### src/rtl/line_bip_pkg.sv
package line_bip_pkg;

   localparam int ROWS_PER_FRAME = 9;
   localparam int COLS_PER_TRIB  = 90;
   localparam int OH_ROWS        = 3;
   localparam int OH_COLS        = 3;
   localparam int SLOT_ROW       = 5;

   function automatic logic [3:0] popcount8(input logic [7:0] v);
      logic [3:0] n;
      n = 4'd0;
      for (int i = 0; i < 8; i++) n = n + {3'd0, v[i]};
      return n;
   endfunction

endpackage

### src/rtl/bip_pos_decode.sv
module bip_pos_decode #(
   parameter int N_TRIB = 12,
   parameter int COL_W  = 11,
   parameter int TRIB_W = 4
) (
   input  logic [3:0]        row,
   input  logic [COL_W-1:0]  col,
   output logic [TRIB_W-1:0] trib,
   output logic              covered,
   output logic              b2_slot,
   output logic              last_byte
);
   import line_bip_pkg::*;

   localparam int LAST_COL = COLS_PER_TRIB * N_TRIB;

   logic [COL_W-1:0] col_m1;
   logic [COL_W-1:0] tcol;

   always_comb begin
      col_m1    = col - COL_W'(1);
      trib      = TRIB_W'(col_m1 % COL_W'(N_TRIB));
      tcol      = (col_m1 / COL_W'(N_TRIB)) + COL_W'(1);
      covered   = !((row <= 4'(OH_ROWS)) && (tcol <= COL_W'(OH_COLS)));
      b2_slot   = (row == 4'(SLOT_ROW)) && (tcol == COL_W'(1));
      last_byte = (row == 4'(ROWS_PER_FRAME)) && (col == COL_W'(LAST_COL));
   end

endmodule

### src/rtl/bip_accum_bank.sv
module bip_accum_bank #(
   parameter int N_TRIB = 12,
   parameter int TRIB_W = 4
) (
   input  logic              clk,
   input  logic              rst_n,
   input  logic              acc_en,
   input  logic              frame_end,
   input  logic [TRIB_W-1:0] trib,
   input  logic [7:0]        data,
   output logic [7:0]        stored_sel
);
   logic [7:0] partial [N_TRIB];
   logic [7:0] stored  [N_TRIB];

   for (genvar t = 0; t < N_TRIB; t++) begin : g_trib
      logic       hit;
      logic [7:0] nxt;
      always_comb begin
         hit = acc_en && (trib == TRIB_W'(t));
         nxt = partial[t] ^ (hit ? data : 8'h00);
      end
      always_ff @(posedge clk) begin
         if (!rst_n) begin
            partial[t] <= 8'h00;
            stored[t]  <= 8'h00;
         end else if (frame_end) begin
            stored[t]  <= nxt;
            partial[t] <= 8'h00;
         end else begin
            partial[t] <= nxt;
         end
      end
   end

   always_comb begin
      stored_sel = 8'h00;
      for (int t = 0; t < N_TRIB; t++)
         if (trib == TRIB_W'(t)) stored_sel = stored[t];
   end

endmodule

### src/rtl/bip_err_counter.sv
module bip_err_counter #(
   parameter int ERR_W = 16
) (
   input  logic             clk,
   input  logic             rst_n,
   input  logic             clr,
   input  logic             add_en,
   input  logic [7:0]       calc,
   input  logic [7:0]       rcv,
   output logic [ERR_W-1:0] count
);
   import line_bip_pkg::*;

   localparam logic [ERR_W:0] SAT = {1'b0, {ERR_W{1'b1}}};

   logic [ERR_W:0] sum;

   always_comb sum = {1'b0, count} + (ERR_W+1)'(popcount8(calc ^ rcv));

   always_ff @(posedge clk) begin
      if (!rst_n || clr)  count <= '0;
      else if (add_en)    count <= (sum > SAT) ? SAT[ERR_W-1:0] : sum[ERR_W-1:0];
   end

endmodule

### src/rtl/line_bip_engine.sv
module line_bip_engine #(
   parameter int N_TRIB = 12,
   parameter int ERR_W  = 16,
   localparam int LAST_COL = 90 * N_TRIB,
   localparam int COL_W    = $clog2(LAST_COL + 1),
   localparam int TRIB_W   = (N_TRIB > 1) ? $clog2(N_TRIB) : 1
) (
   input  logic             clk,
   input  logic             rst_n,
   input  logic             in_valid,
   input  logic             sof,
   input  logic [3:0]       row,
   input  logic [COL_W-1:0] col,
   input  logic [7:0]       tx_din,
   output logic [7:0]       tx_dout,
   input  logic [7:0]       rx_din,
   input  logic             err_clr,
   output logic [ERR_W-1:0] err_count
);
   if (N_TRIB < 1) begin : g_bad_trib
      $error("line_bip_engine: N_TRIB must be at least 1");
   end
   if (ERR_W < 4) begin : g_bad_errw
      $error("line_bip_engine: ERR_W must be at least 4");
   end

   logic [TRIB_W-1:0] slot_trib;
   logic              slot_cov;
   logic              slot_b2;
   logic              slot_last;
   logic              frame_on;
   logic              parity_ready;
   logic              take;
   logic [7:0]        tx_byte;
   logic [7:0]        tx_stored;
   logic [7:0]        rx_stored;

   bip_pos_decode #(.N_TRIB(N_TRIB), .COL_W(COL_W), .TRIB_W(TRIB_W)) i_decode (
      .row       (row),
      .col       (col),
      .trib      (slot_trib),
      .covered   (slot_cov),
      .b2_slot   (slot_b2),
      .last_byte (slot_last)
   );

   always_comb begin
      take    = in_valid && (sof || frame_on);
      tx_byte = (in_valid && parity_ready && slot_b2) ? tx_stored : tx_din;
   end

   always_ff @(posedge clk) begin
      if (!rst_n) begin
         frame_on     <= 1'b0;
         parity_ready <= 1'b0;
         tx_dout      <= 8'h00;
      end else begin
         if (in_valid && sof)    frame_on     <= 1'b1;
         if (take && slot_last)  parity_ready <= 1'b1;
         tx_dout <= tx_byte;
      end
   end

   bip_accum_bank #(.N_TRIB(N_TRIB), .TRIB_W(TRIB_W)) i_tx_bank (
      .clk        (clk),
      .rst_n      (rst_n),
      .acc_en     (take && slot_cov),
      .frame_end  (take && slot_last),
      .trib       (slot_trib),
      .data       (tx_byte),
      .stored_sel (tx_stored)
   );

   bip_accum_bank #(.N_TRIB(N_TRIB), .TRIB_W(TRIB_W)) i_rx_bank (
      .clk        (clk),
      .rst_n      (rst_n),
      .acc_en     (take && slot_cov),
      .frame_end  (take && slot_last),
      .trib       (slot_trib),
      .data       (rx_din),
      .stored_sel (rx_stored)
   );

   bip_err_counter #(.ERR_W(ERR_W)) i_err (
      .clk    (clk),
      .rst_n  (rst_n),
      .clr    (err_clr),
      .add_en (in_valid && parity_ready && slot_b2),
      .calc   (rx_stored),
      .rcv    (rx_din),
      .count  (err_count)
   );

endmodule

### config.mk
export PLATFORM = sky130hd
export DESIGN_NAME = line_bip_engine
export DESIGN_NICKNAME = d
export VERILOG_FILES = /design/src/rtl/line_bip_pkg.sv /design/src/rtl/bip_pos_decode.sv /design/src/rtl/bip_accum_bank.sv /design/src/rtl/bip_err_counter.sv /design/src/rtl/line_bip_engine.sv
export SDC_FILE = /design/constraint.sdc
export NUM_CORES = 1
export LEC_CHECK = 0
export CORE_UTILIZATION = 45
export CTS_BUF_LIST = sky130_fd_sc_hd__clkbuf_2 sky130_fd_sc_hd__clkbuf_4 sky130_fd_sc_hd__clkbuf_8
export DETAILED_ROUTE_END_ITERATION = 12
export SLEW_MARGIN = 5
export SYNTH_ARGS = -nofsm -noshare
export SYNTH_HDL_FRONTEND = slang
export SYNTH_HIERARCHICAL = 1
export SYNTH_SLANG_ARGS = --single-unit
### constraint.sdc
create_clock -name clk -period 8.8 [get_ports clk]
set_clock_uncertainty 0.2 [all_clocks]
set_input_delay 1.76 -clock clk [delete_from_list [all_inputs] [get_ports clk]]
set_output_delay 1.76 -clock clk [all_outputs]
set_load 0.01 [all_outputs]
# Word-level counts from Yosys, hierarchy flattened
# Memories as Yosys holds them, arrays and structs flattened.
# Cells that the tools add are included.
dict set report totals {
  regBits 26
  latch_bits 0
  ram_bits 384
  romBits 0
  input_bits 36
  out_inout_bits 24
  mem_count 4
}
# name depth word_bits read_ports rd_clocked_by_memory_dff wr line_no
set mem_list {}
lappend mem_list {i_rx_bank.partial 12 8 12 0 12 bip_accum_bank.sv:13} ;# logic [7:0] partial [N_TRIB];
lappend mem_list {i_rx_bank.stored 12 8 12 0 12 bip_accum_bank.sv:14} ;# logic [7:0] stored [N_TRIB];
lappend mem_list {i_tx_bank.partial 12 8 12 0 12 bip_accum_bank.sv:13}
lappend mem_list {i_tx_bank.stored 12 8 12 0 12 bip_accum_bank.sv:14}
dict set report classes {
  n_addsub 10
  multipliers 0
  div 2
  n_lt_le_gt_ge 3
  n_eq_ne 15
  shifts 0
  mux 129
  n_bitwise 97
  n_reduce_logical 26
}
# operator count
set ops {}
lappend ops {{8-bit 2-to-1 mux} 121}
lappend ops {{8-bit bitwise XOR} 25}
lappend ops {{1-bit bitwise OR} 72}
lappend ops {{4-bit by 1-bit adder with 4-bit output} 6}
lappend ops {{1-bit logical AND} 21}
lappend ops {{4-bit by 3-bit == test with 1-bit output (second input constant)} 5}
lappend ops {{4-bit == test (second input constant)} 5}
lappend ops {{16-bit by 4-bit adder with 17-bit output} 1}
lappend ops {{17-bit by 16-bit greater-than comparator with 1-bit output (second input constant)} 1}
lappend ops {{16-bit 2-to-1 mux} 1}
lappend ops {{11-bit by 1-bit adder with 11-bit output (second input constant)} 1}
lappend ops {{11-bit by 4-bit divider with 11-bit output (second input constant)} 1}
lappend ops {{11-bit by 1-bit == test with 1-bit output (second input constant)} 1}
lappend ops {{11-bit == test (second input constant)} 1}
lappend ops {{11-bit by 2-bit less-or-equal comparator with 1-bit output (second input constant)} 1}
lappend ops {{11-bit by 4-bit modulo with 11-bit output (second input constant)} 1}
lappend ops {{11-bit by 1-bit subtractor with 11-bit output (second input constant)} 1}
lappend ops {{4-bit by 2-bit == test with 1-bit output (second input constant)} 2}
lappend ops {{1-bit 2-to-1 mux} 7}
lappend ops {{4-bit by 1-bit == test with 1-bit output (second input constant)} 1}
lappend ops {{4-bit by 2-bit less-or-equal comparator with 1-bit output (second input constant)} 1}
lappend ops {{4-bit logical NOT} 1}
lappend ops {{1-bit by 1-bit adder with 2-bit output} 1}
lappend ops {{1-bit logical NOT} 2}
lappend ops {{1-bit logical OR} 2}

# Longest topological paths before layout
# Gate-level depths: netlist (run 1).
dict set report depth {
  word_depth 26
  mapped_depth 37
  ltp_nobuf 30
}

# By module
# Netlist (run 1), hierarchy kept.
# module instances cells_each area_per_inst_um2
set modules_own_cells {}
lappend modules_own_cells {{bip_accum_bank at i_rx_bank} 1 755 9120.0}
lappend modules_own_cells {{bip_accum_bank at i_tx_bank} 1 756 8873.5}
lappend modules_own_cells {bip_pos_decode 1 249 1610.3}
lappend modules_own_cells {bip_err_counter 1 132 1138.6}
lappend modules_own_cells {line_bip_engine 1 51 503.0}

# Least setup slack after synthesis (run 1)
# OpenSTA, ideal clock, no wires.
dict set report synth_path {
  path_kind {input to register}
  startpoint {input col[0]}
  endpoint {register i_err.count[11]}
  setup_ps 74
  arrival_time_ps 8854
  slack_ps -328
  path_stages 37
  cell_sequence {inv_1 -> ha_1 -> buf_2 -> or4b_1 -> buf_4 -> buf_6 -> or4_1 -> nand3_1 -> o211ai_1 -> o311ai_1 -> or2_1 -> buf_2 -> nand2_1 -> o22ai_1 -> a21oi_1 -> o211ai_1 -> nor2b_1 -> clkbuf_2 -> buf_2 -> nand2_1 -> a211oi_1 -> o22ai_1 -> xnor2_1 -> fa_1 -> inv_1 -> fa_1 -> inv_1 -> fa_1 -> inv_1 -> fa_1 -> inv_1 -> fa_1 -> nand2b_1 -> a21oi_1 -> nand3_1 -> clkbuf_1 -> a31oi_1}
}
dict set report synth_via {
  elab_chain_len 26
}
# element line_no
set synth_lines {}
lappend synth_lines {{start, declared} line_bip_engine.sv:13} ;# input logic [COL_W-1:0] col,
lappend synth_lines {{11-bit by 1-bit subtractor with 11-bit output (*)} bip_pos_decode.sv:21} ;# col_m1 = col - COL_W'(1);
lappend synth_lines {{11-bit by 4-bit modulo with 11-bit output (*)} bip_pos_decode.sv:22} ;# trib = TRIB_W'(col_m1 % COL_W'(N_TRIB));
lappend synth_lines {{net slot_trib[3]} line_bip_engine.sv:27} ;# logic [TRIB_W-1:0] slot_trib;
lappend synth_lines {{4-bit logical NOT} bip_accum_bank.sv:39} ;# if (trib == TRIB_W'(t)) stored_sel = stored[t];
lappend synth_lines {{8-bit 2-to-1 mux (11 in series)} bip_accum_bank.sv:39}
lappend synth_lines {{8-bit 2-to-1 mux (*)} bip_accum_bank.sv:39}
lappend synth_lines {{net rx_stored[0]} line_bip_engine.sv:36} ;# logic [7:0] rx_stored;
lappend synth_lines {{8-bit bitwise XOR (*)} bip_err_counter.sv:18} ;# always_comb sum = {1'b0, count} + (ERR_W+1)'(popcount8(calc ^ rcv));
lappend synth_lines {{1-bit by 1-bit adder with 2-bit output (*)} line_bip_pkg.sv:12} ;# for (int i = 0; i < 8; i++) n = n + {3'd0, v[i]};
lappend synth_lines {{4-bit by 1-bit adder with 4-bit output (*) (6 in series)} line_bip_pkg.sv:12}
lappend synth_lines {{16-bit by 4-bit adder with 17-bit output (*)} bip_err_counter.sv:18}
lappend synth_lines {{17-bit by 16-bit greater-than comparator with 1-bit output} bip_err_counter.sv:22} ;# else if (add_en) count <= (sum > SAT) ? SAT[ERR_W-1:0] : sum[ERR_W-1:0];
lappend synth_lines {{16-bit 2-to-1 mux (*)} bip_err_counter.sv:22}
lappend synth_lines {{end signal, assigned} bip_err_counter.sv:22}
lappend synth_lines {{end, declared} bip_err_counter.sv:10} ;# output logic [ERR_W-1:0] count
# The timed path passes the listed nets; every way through them passes the cells marked *.
# A chain may end at the register's enable or synchronous reset.

# Final worst setup path (run 1)
dict set report layout_path {
  startpoint {input col[0]}
  endpoint {register i_err.count[6]}
}
# element line_no
set layout_rtl {}
lappend layout_rtl {{11-bit by 1-bit subtractor with 11-bit output (*)} bip_pos_decode.sv:21}
lappend layout_rtl {{11-bit by 4-bit modulo with 11-bit output (*)} bip_pos_decode.sv:22}
lappend layout_rtl {{net slot_trib[3]} line_bip_engine.sv:27}
lappend layout_rtl {{4-bit logical NOT} bip_accum_bank.sv:39}
lappend layout_rtl {{8-bit 2-to-1 mux (11 in series)} bip_accum_bank.sv:39}
lappend layout_rtl {{8-bit 2-to-1 mux (*)} bip_accum_bank.sv:39}
lappend layout_rtl {{net rx_stored[3]} line_bip_engine.sv:36}
lappend layout_rtl {{8-bit bitwise XOR (*)} bip_err_counter.sv:18}
lappend layout_rtl {{4-bit by 1-bit adder with 4-bit output (*) (5 in series)} line_bip_pkg.sv:12}
lappend layout_rtl {{16-bit by 4-bit adder with 17-bit output (*)} bip_err_counter.sv:18}
lappend layout_rtl {{17-bit by 16-bit greater-than comparator with 1-bit output} bip_err_counter.sv:22}
lappend layout_rtl {{16-bit 2-to-1 mux (*)} bip_err_counter.sv:22}
# Marked as above.

==> impl_metrics.env, run 1 <==
export IMPL_cp_max_fo=6
export IMPL_fp_row_count=79
export IMPL_hold_depth=1
export IMPL_crit_slowest_cell="fa_1"
export IMPL_synth_top_area_share_pct=54.3
export IMPL_cts_buffer_depth=3
export IMPL_route_detailed_drc=0
export IMPL_setup_viol=0
export IMPL_slew_headroom_pct=23.1
export IMPL_max_freq_mhz=117
export IMPL_synth_area_um2=21200
export IMPL_cts_hold_buf=0
export IMPL_vias=15200
export IMPL_clockRootBuffer="clkbuf_8"
export IMPL_wl_per_cell_um=17.2
export IMPL_io_pins=60
export IMPL_antenna_diode_count=0
export IMPL_final_area_um2=25400
export IMPL_areaGrowthSynthToFinish_pct=19.3
export IMPL_ir_drop_mv=0.169
export IMPL_leakagePower_nw=9.39
export IMPL_grt_pass1_vias=14900
export IMPL_worst_r2r_path_depth=17
export IMPL_ys_async_sr_fraction_pct=0
export IMPL_track_usage_pct=21.2
export IMPL_avgSynthCellArea_um2=10.9
export IMPL_holdCritPathClass="flop to flop"
export IMPL_h_tree_depth=3
export IMPL_cts_sinks=410
export IMPL_clk_pin_slew_ns=0.06
export IMPL_finalHoldViolations=0
export IMPL_drv_cap=0
export IMPL_layout_cells_non_filler=2909
export IMPL_place_congestion=0.862
export IMPL_final_common_cell="nor2_1"
export IMPL_grt_max_degree=147
export IMPL_vias_per_cell=5.21
export IMPL_yosysUniqueCellTypes=94
export IMPL_path_class="input pin to flop"
export IMPL_die_y_um=219
export IMPL_layout_nets=2300
export IMPL_status="completed"
export IMPL_tightest_slew_ns=1.15
export IMPL_slowest_delay_ns=0.56
export IMPL_cpMostUsedCell="inv_1"
export IMPL_port_buffers=59
export IMPL_worstSetupStartpointType="input pin"
export IMPL_synth_area_top_cells="edfxtp_1 (54%), xor2_1 (8.3%), nor2_1 (7.8%)"
export IMPL_antenna_found_initial=0
export IMPL_cts_buffers=75
export IMPL_core_um2=46600
export IMPL_grt_ovfl_total=0
export IMPL_ant_nets=0
export IMPL_first_pass_iters=5
export IMPL_ys_seq_area_share_pct=56.7
export IMPL_synth_area_leader_cell="edfxtp_1"
export IMPL_synthFlopType="edfxtp_1"
export IMPL_fin_crit_sh_pct=96.7
export IMPL_start_util_pct=45.6
export IMPL_report_final_slew_viol_count=0
export IMPL_routed_wl_um=50200
export IMPL_chipWidth_um=219
export IMPL_clk_latency_ns=0.63
export IMPL_grt_pass1_wl_um=79200
export IMPL_hpwl_um=31700
export IMPL_required_ns=9.09
export IMPL_syn_inst=1943
export IMPL_finalCriticalPeriod_ns=8.51
export IMPL_drive_gt1_share_pct=14.8
export IMPL_dpl_cell_count=2777
export IMPL_cts_tree="yes"
export IMPL_cellPowerDensity_nw_per_um2=193
export IMPL_cp_end_kind="flop"
export IMPL_drt_iter0_drc=1221
export IMPL_synth_edf_count=384
export IMPL_arrival_ns=8.80
export IMPL_yosysWarnings=6
export IMPL_fill_cells=4144
export IMPL_postPlaceCellArea_um2=23600
export IMPL_layout_common_cells="nor2_1 (438), edfxtp_1 (384), xor2_1 (201)"
export IMPL_dieArea_um2=48100
export IMPL_ys_seq_elements=410
-- cell type report --
type / count / area, um^2 / share of cell area (%)
Clock buffer: 106 / 1290 / 5.09
Clock inverter: 24 / 181 / 0.716
Inverter: 26 / 104 / 0.410
Multi-Input combinational cell: 1557 / 9410 / 37.1
Sequential cell: 410 / 12100 / 47.5
Tap cell: 607 / 759 / 3.00
Timing Repair Buffer: 179 / 1560 / 6.14
-- path summary, 6_finish.rpt --
path,start,end,slack [ns]
hold reg to reg,i_err/count[15]$_SDFFE_PP0P_,i_err/count[15]$_SDFFE_PP0P_,0.32
setup / recovery,col[0],i_err/count[6]$_SDFFE_PP0P_,0.29
hold / removal,i_err/count[15]$_SDFFE_PP0P_,i_err/count[15]$_SDFFE_PP0P_,0.32
setup reg to reg,i_rx_bank/stored[0][3]$_SDFFCE_PN0P_,i_err/count[6]$_SDFFE_PP0P_,3.95
-- repair_timing --
action / 4_1_cts / 5_1_grt
setup endpoints to repair: 0 / 16
setup buffers: 0 / 1
gates resized for setup: 0 / 48
endpoints found under the hold margin: 0 / 0
-- sequential cells by signal (all words and copies together) (netlist names) --
register           flops
frame_on               1
i_err/count           16
i_rx_bank/partial     96
i_rx_bank/stored      96
i_tx_bank/partial     96
i_tx_bank/stored      96
parity_ready           1
tx_dout                8
-- synth_stat cells (4+ instances only) --
cell type / number
nor2_1: 441
edfxtp_1: 384
xor2_1: 201
nand2_1: 163
nand3_1: 113
clkbuf_1: 74
a21oi_1: 44
mux2i_1: 41
o21ai_0: 34
buf_2: 33
dfxtp_1: 26
inv_1: 24
mux4_2: 21
xnor2_1: 21
a31oi_1: 20
nor2b_1: 19
nor3_1: 17
nand2b_1: 16
buf_1: 12
a211oi_1: 11
mux2_2: 11
o211ai_1: 11
o22ai_1: 11
and3_1: 10
ha_1: 10
nor4_1: 9
buf_4: 8
or3_1: 8
a221o_1: 7
buf_6: 7
nand3b_1: 7
a2bb2oi_1: 5
fa_1: 5
o31ai_1: 5
a211o_1: 4
a221oi_1: 4
a311oi_1: 4
and2_1: 4
clkbuf_8: 4
o21ai_1: 4
or4_1: 4
-- stage by stage --
stage	power (mW)	hold slack (ns)	setup WS [ns]	setup TNS [ns]	utilization, %
after CTS	4.94	0.316	0.0368	0	53.9
after global routing	5.14	0.352	-0.0385	-0.0460	54.5
after detailed placement	3.11	0.308	-0.652	-8.25	50.7
after global placement	3.10	0.302	-0.552	-7.03	50.7
final	4.90	0.323	0.286	0	54.5
after floorplan	2.84	0.282	-0.0644	-0.605	-
-- layer usage --
metal / up-vias / wire length (um) / GRT usage, %
met5: - / 0 / 0
met4: 0 / 1090 / 7.34
met2: 375 / 23100 / 33.4
li1: 7288 / - / -
met1: 7408 / 23300 / 29.5
met3: 84 / 2690 / 3.55
-- critical path, delay by kind of cell --
| kind | cells | cell delay, ns |
|---|---|---|
| and+or+nand+nor | 6 | 1.10 |
| xor gates and xnor gates | 3 | 0.52 |
| adders and majority gates | 6 | 2.19 |
| AOI/OAI and AO/OA | 8 | 1.58 |
| buffers and inverters | 12 | 1.65 |
-- report_power, final --
group / leakage (nW) / switching [mW] / internal [mW]
logic: 4.44 / 0.508 / 0.337
clock network: 0.774 / 0.773 / 1.03
registers: 4.18 / 0.0322 / 2.23
total: 9.39 / 1.31 / 3.59
-- logic make-up after synthesis --
logic type / share of synthesized area [%]
simple gates: 17.7
flops: 56.7
xor+xnor: 9.15
compound gates: 6.75
buf+inv: 3.74
mux: 4.88
fa+ha+maj: 1.06
other cells: 0.0353
(Power assumes the default switching activity.)
==> run 2, diff against run 1 <==
--- a/config.mk
+++ b/config.mk
@@ -8,6 +8,7 @@
 export CORE_UTILIZATION = 45
 export CTS_BUF_LIST = sky130_fd_sc_hd__clkbuf_2 sky130_fd_sc_hd__clkbuf_4 sky130_fd_sc_hd__clkbuf_8
 export DETAILED_ROUTE_END_ITERATION = 12
+export DONT_BUFFER_PORTS = 1
 export SLEW_MARGIN = 5
 export SYNTH_ARGS = -nofsm -noshare
 export SYNTH_HDL_FRONTEND = slang
==> run 2 against run 1 <==
Routed wire length decreased by 1.8%. Largest cell class unchanged. Core utilization shrank 2.9 points. Global-route usage shrank 0.32 points. Via count fell by 2.8%. Sequential share of layout area is 2.7 points higher. Clock power fell by 3%. Combinational power fell by 13%. Power is 3.3% lower.
==> impl_metrics.env, run 2 (same netlist as run 1, synthesis figures left out) <==
export IMPL_whs_ns=0.322
export IMPL_vias_per_cell=5.28
export IMPL_cts_buffer_depth=3
export IMPL_dpl_cell_count=2656
export IMPL_drive_gt1_share_pct=11.3
export IMPL_path_delay_family="compound AO/OA/AOI/OAI gates"
export IMPL_fin_crit_sh_pct=93.9
export IMPL_final_common_cell="nor2_1"
export IMPL_antenna_diode_count=0
export IMPL_port_buffers=0
export IMPL_h_tree_depth=3
export IMPL_crit_slowest_cell="fa_1"
export IMPL_max_freq_mhz=121
export IMPL_layout_nets=2176
export IMPL_slew_headroom_pct=20.3
export IMPL_slowest_delay_ns=0.50
export IMPL_die_y_um=219
export IMPL_cts_hold_buf=0
export IMPL_clk_pin_slew_ns=0.05
export IMPL_arrival_ns=8.54
export IMPL_required_ns=9.07
export IMPL_layout_cells_non_filler=2789
export IMPL_drv_cap=0
export IMPL_status="completed"
export IMPL_holdCritPathClass="flop to flop"
export IMPL_wl_per_cell_um=17.7
export IMPL_drt_iter0_drc=1236
export IMPL_cp_end_kind="flop"
export IMPL_start_util_pct=45.6
export IMPL_chipWidth_um=219
export IMPL_cts_buffers=74
export IMPL_cts_sinks=410
export IMPL_io_pins=60
export IMPL_r2r_start="i_rx_bank/stored[0][27]$_SDFFCE_PN0P_"
export IMPL_clk_latency_ns=0.64
export IMPL_post_cts_buffers=0
export IMPL_rsz0062_at_grt="no"
export IMPL_worst_r2r_path_depth=17
export IMPL_fin_ws_ns=0.538
export IMPL_leakagePower_nw=8.78
export IMPL_final_util_pct=51.5
export IMPL_grt_ovfl_total=0
export IMPL_worstSetupStartpointType="input pin"
export IMPL_dieArea_um2=48100
export IMPL_antenna_found_initial=0
export IMPL_regArea_um2=12100
export IMPL_setup_viol=0
export IMPL_grt_pass1_wl_um=77700
export IMPL_hold_end="parity_ready$_SDFFE_PN0P_"
export IMPL_fill_cells=4192
export IMPL_report_power_total_mw=4.74
export IMPL_finalHoldViolations=0
export IMPL_finalCriticalPeriod_ns=8.26
export IMPL_grt_pass1_vias=14400
export IMPL_track_usage_pct=20.8
export IMPL_areaGrowthSynthToFinish_pct=12.9
export IMPL_fp_row_count=79
export IMPL_reg2reg_slack_ns=3.84
export IMPL_clockRootBuffer="clkbuf_8"
export IMPL_ant_nets=0
export IMPL_vias=14700
export IMPL_grt_max_degree=193
export IMPL_ir_drop_mv=0.138
export IMPL_hpwl_um=30700
export IMPL_routed_wl_um=49300
export IMPL_cts_resized_gates=0
export IMPL_cts_tree="yes"
export IMPL_cp_max_fo=15
export IMPL_cellPowerDensity_nw_per_um2=198
export IMPL_hold_depth=1
export IMPL_post_place_ws_ns=-0.111
export IMPL_path_class="input pin to flop"
export IMPL_first_pass_iters=6
export IMPL_place_congestion=0.893
export IMPL_worstHoldStart="parity_ready$_SDFFE_PN0P_"
export IMPL_multi_input_area_um2=9190
export IMPL_route_detailed_drc=0
export IMPL_tightest_slew_ns=1.20
export IMPL_r2r_end="i_err/count[8]$_SDFFE_PP0P_"
export IMPL_layout_common_cells="nor2_1 (440), edfxtp_1 (384), xor2_1 (201)"
export IMPL_cp_num_buf_inv=8
export IMPL_report_final_slew_viol_count=0
export IMPL_core_um2=46600
## run 2: changes by cell type in the layout (fill, tap and decap cells not counted), sizes merged, moves of 3 or more
cell | previous run | this run
buf | 120 | 56
clkdlybuf4s50 | 58 | 0
bufinv | 3 | 0
clkinv | 21 | 24
inv | 24 | 27
## run 2: stage by stage
step                cell area (um^2)  setup TNS (ns)
floorplan                      22000          -0.605
global placement               22600               0
detailed placement             22600          -0.373
CTS                            24000               0
global route                   24000               0
finish                         24000               0
## run 2: power by group
| part | leakage (nW) | internal [mW] | switching (mW) |
|---|---|---|---|
| Clock | 0.766 | 0.957 | 0.789 |
| Sequential | 4.18 | 2.23 | 0.0337 |
| Combinational | 3.83 | 0.275 | 0.460 |
| Total | 8.78 | 3.46 | 1.28 |
## run 2: metal layers
metal,track usage [%],vias to the layer above,part of all wire [%]
li1,-,7034,-
met1,28.6,7173,45
met2,32.9,435,46
met3,4.19,87,6.3
met4,7.01,0,2.3
met5,0,-,0
## run 2: layout make-up
type	instances	area share [%]
multi-input cells	1557	38.3
well taps	607	3.17
repair buffers	56	1.86
inverters	26	0.433
flip-flops and latches	410	50.2
clock buffers	107	5.46
clock inverters	26	0.527
## run 2: worst register-to-register path: stages (launching register included)
cell	delay, ns
edfxtp_1	0.36
mux4_2	0.55
a211oi_1	0.27
o22ai_1	0.13
xnor2_1	0.16
fa_1	0.49
inv_1	0.05
fa_1	0.50
inv_1	0.05
fa_1	0.46
inv_1	0.09
fa_1	0.19
inv_1	0.06
fa_1	0.39
nand2b_4	0.18
a2111oi_1	0.42
xnor2_1	0.17
a21oi_1	0.08
## run 2: worst max path at each step
stage          depth (start not counted)                            to    from
5_1_grt                               31   i_err/count[6]$_SDFFE_PP0P_  col[0]
4_1_cts                               31   i_err/count[8]$_SDFFE_PP0P_  col[0]
6_report                              31   i_err/count[8]$_SDFFE_PP0P_  col[0]
2_1_floorplan                         37  i_err/count[11]$_SDFFE_PP0P_  col[0]
3_3_place_gp                          32   i_err/count[8]$_SDFFE_PP0P_  col[0]
3_5_place_dp                          31   i_err/count[8]$_SDFFE_PP0P_  col[0]
==> run 3, diff against run 2 <==
--- a/config.mk
+++ b/config.mk
@@ -12,5 +12,4 @@
 export SLEW_MARGIN = 5
 export SYNTH_ARGS = -nofsm -noshare
 export SYNTH_HDL_FRONTEND = slang
-export SYNTH_HIERARCHICAL = 1
 export SYNTH_SLANG_ARGS = --single-unit
==> run 3 against run 2 <==
The flow now finishes with violations (negative setup slack). Largest power group unchanged. Area after synthesis grew 1.9%. Non-clock buffer count increased by 232. Cell count increased by 13%. Die area rose by 1.9%. Register-to-register slack got worse by 1.6 ns. Critical endpoint is now i_err.count[4]$_SDFFE_PP0P_. Sequential share of layout area down 5.8 points. Highest routed layer is now met5. Count of clock-buffer cells in the layout decreased by 5. Sequential power hardly changed.
==> impl_metrics.env, run 3 <==
export IMPL_leakagePower_nw=10.0
export IMPL_drv_cap=0
export IMPL_fin_crit_sh_pct=109
export IMPL_fill_cells=4246
export IMPL_cp_end_kind="flop"
export IMPL_ys_async_sr_fraction_pct=0
export IMPL_synthTopCellsByCount="nor2_1 (491), edfxtp_1 (384), nand2_1 (179), xor2_1 (131), clkbuf_1 (93)"
export IMPL_fp_row_count=80
export IMPL_cts_sinks=410
export IMPL_dieArea_um2=49000
export IMPL_cpMostUsedCell="and3_4"
export IMPL_crit_start="col[3]"
export IMPL_synth_area_top_cells="edfxtp_1 (53%), nor2_1 (8.5%), xor2_1 (5.3%)"
export IMPL_cts_hold_buf=0
export IMPL_finalHoldViolations=0
export IMPL_synth_most_common_cell="nor2_1"
export IMPL_route_detailed_drc=0
export IMPL_report_power_total_mw=5.00
export IMPL_syn_inst=2061
export IMPL_reg2reg_slack_ns=2.20
export IMPL_cts_buffer_depth=3
export IMPL_grt_ovfl_total=0
export IMPL_port_buffers=0
export IMPL_post_place_ws_ns=-1.75
export IMPL_yosysWarnings=0
export IMPL_path_class="input pin to flop"
export IMPL_track_usage_pct=24.7
export IMPL_clockRootBuffer="clkbuf_8"
export IMPL_grt_pass1_vias=16700
export IMPL_start_util_pct=45.5
export IMPL_hpwl_um=40600
export IMPL_violations="negative setup slack"
export IMPL_synth_area_um2=21700
export IMPL_cts_buffers=71
export IMPL_rsz0062_at_grt="yes"
export IMPL_cts_tree="yes"
export IMPL_required_ns=9.15
export IMPL_setup_viol=16
export IMPL_grt_max_degree=183
export IMPL_status="finished with violations"
export IMPL_cellPowerDensity_nw_per_um2=184
export IMPL_fin_ws_ns=-0.752
export IMPL_max_freq_mhz=105
export IMPL_ys_seq_area_share_pct=55.6
export IMPL_layout_common_cells="nor2_1 (484), edfxtp_1 (384), buf_4 (257)"
export IMPL_report_final_slew_viol_count=0
export IMPL_grt_pass1_wl_um=93800
export IMPL_drt_iter0_drc=1478
export IMPL_worstSetupStartpointType="input pin"
export IMPL_worstHoldStart="parity_ready$_SDFFE_PN0P_"
export IMPL_avgSynthCellArea_um2=10.5
export IMPL_wl_per_cell_um=19.3
export IMPL_layout_nets=2535
export IMPL_r2r_start="i_rx_bank.stored[0][0]$_SDFFCE_PN0P_"
export IMPL_synth_edf_count=384
export IMPL_synth_top_area_share_pct=53.2
export IMPL_arrival_ns=9.90
export IMPL_slowest_delay_ns=0.58
export IMPL_place_congestion=0.888
export IMPL_finalCriticalPeriod_ns=9.55
export IMPL_slew_headroom_pct=30.3
export IMPL_ir_drop_mv=0.139
export IMPL_ant_nets=0
export IMPL_first_pass_iters=5
export IMPL_final_common_cell="nor2_1"
export IMPL_crit_slowest_cell="or4_4"
export IMPL_cp_max_fo=10
export IMPL_vias_per_cell=5.38
export IMPL_io_pins=60
export IMPL_holdCritPathClass="flop to flop"
export IMPL_chipWidth_um=221
export IMPL_areaGrowthSynthToFinish_pct=25.3
export IMPL_antenna_found_initial=1
export IMPL_ys_seq_elements=410
export IMPL_clk_latency_ns=0.65
export IMPL_antenna_diode_count=0
export IMPL_synthFlopType="edfxtp_1"
export IMPL_tightest_slew_ns=1.05
export IMPL_routed_wl_um=60700
export IMPL_die_y_um=221
export IMPL_core_um2=47600
export IMPL_h_tree_depth=3
export IMPL_synth_area_leader_cell="edfxtp_1"
export IMPL_clk_pin_slew_ns=0.06
export IMPL_drive_gt1_share_pct=23.4
export IMPL_yosysUniqueCellTypes=96
export IMPL_vias=16900
==> run 3: final cells by class <==
| class | instances | area (um^2) | area share (%) |
|---|---|---|---|
| Sequential cell | 410 | 12100 | 44.4 |
| Multi-Input combinational cell | 1685 | 10500 | 38.6 |
| Timing Repair Buffer | 288 | 2390 | 8.80 |
| Clock buffer | 102 | 1230 | 4.53 |
| Tap cell | 615 | 769 | 2.84 |
| Clock inverter | 26 | 138 | 0.507 |
| Inverter | 23 | 97.6 | 0.360 |
==> run 3: worst max-delay path: cells and delay by family <==
kind	cells	cell delay [ns]
AO/OA/AOI/OAI	13	2.76
adder cells (fa/ha/maj)	6	2.53
AND/OR/NAND/NOR	8	1.74
buffers and inverters	7	0.95
XOR/XNOR	1	0.16
==> run 3: cell families (layout without fill, tap and decap cells) <==
family / Yosys count / in the layout / share of synthesized area, %
AND/OR/NAND/NOR: 885 / 885 / 18.7
AO/OA/AOI/OAI: 354 / 356 / 11.8
adder cells (fa/ha/maj): 21 / 21 / 1.37
XOR/XNOR: 223 / 223 / 9.02
flip-flops: 410 / 410 / 55.6
multiplexers: 8 / 8 / 0.387
other: 1 / 192 / 0.0173
buffers and inverters: 159 / 439 / 3.07
==> run 3: power breakdown <==
| part | switching, mW | internal [mW] | total (mW) |
|---|---|---|---|
| combinational | 0.583 | 0.456 | 1.04 |
| sequential | 0.0366 | 2.23 | 2.27 |
| clock | 0.774 | 0.924 | 1.70 |
| total | 1.39 | 3.61 | 5.00 |
==> run 3: path summary, 6_finish.rpt <==
path / end / cells past startpoint
max reg2reg: i_err.count[4]$_SDFFE_PP0P_ / 29
max: i_err.count[4]$_SDFFE_PP0P_ / 35
min reg2reg: parity_ready$_SDFFE_PN0P_ / 2
min: parity_ready$_SDFFE_PN0P_ / 2
==> run 3: what timing repair did <==
action | in CTS | in global routing
setup endpoints to repair | 16 | 137
gates cloned | 1 | 2
pin swaps | 20 | 56
setup buffers | 44 | 26
resized for setup | 98 | 65
hold endpoints to repair | 0 | 0
==> run 3: per-stage QoR <==
| stage | util, % | setup TNS [ns] | hold WS [ns] | area, um^2 | instances |
|---|---|---|---|---|---|
| after global placement | 51.4 | -23.79 | 0.254 | 24500 | 2957 |
| after global routing | 57.0 | -14.07 | 0.344 | 27100 | 3149 |
| after CTS | 56.0 | -11.97 | 0.285 | 26700 | 3129 |
| after floorplan | - | -19.82 | 0.232 | 22500 | 2252 |
| after detailed placement | 51.4 | -26.63 | 0.275 | 24500 | 2957 |
| final | 57.0 | -10.60 | 0.280 | 27100 | 3149 |
==> run 3: per-layer routing <==
metal | wire length (um) | part of all wire [%] | global-route usage (%)
met5 | 8 | 0.013 | 0
met4 | 1710 | 2.8 | 8.35
met3 | 3230 | 5.3 | 4.30
met2 | 29100 | 48 | 40.4
met1 | 26600 | 44 | 33.1
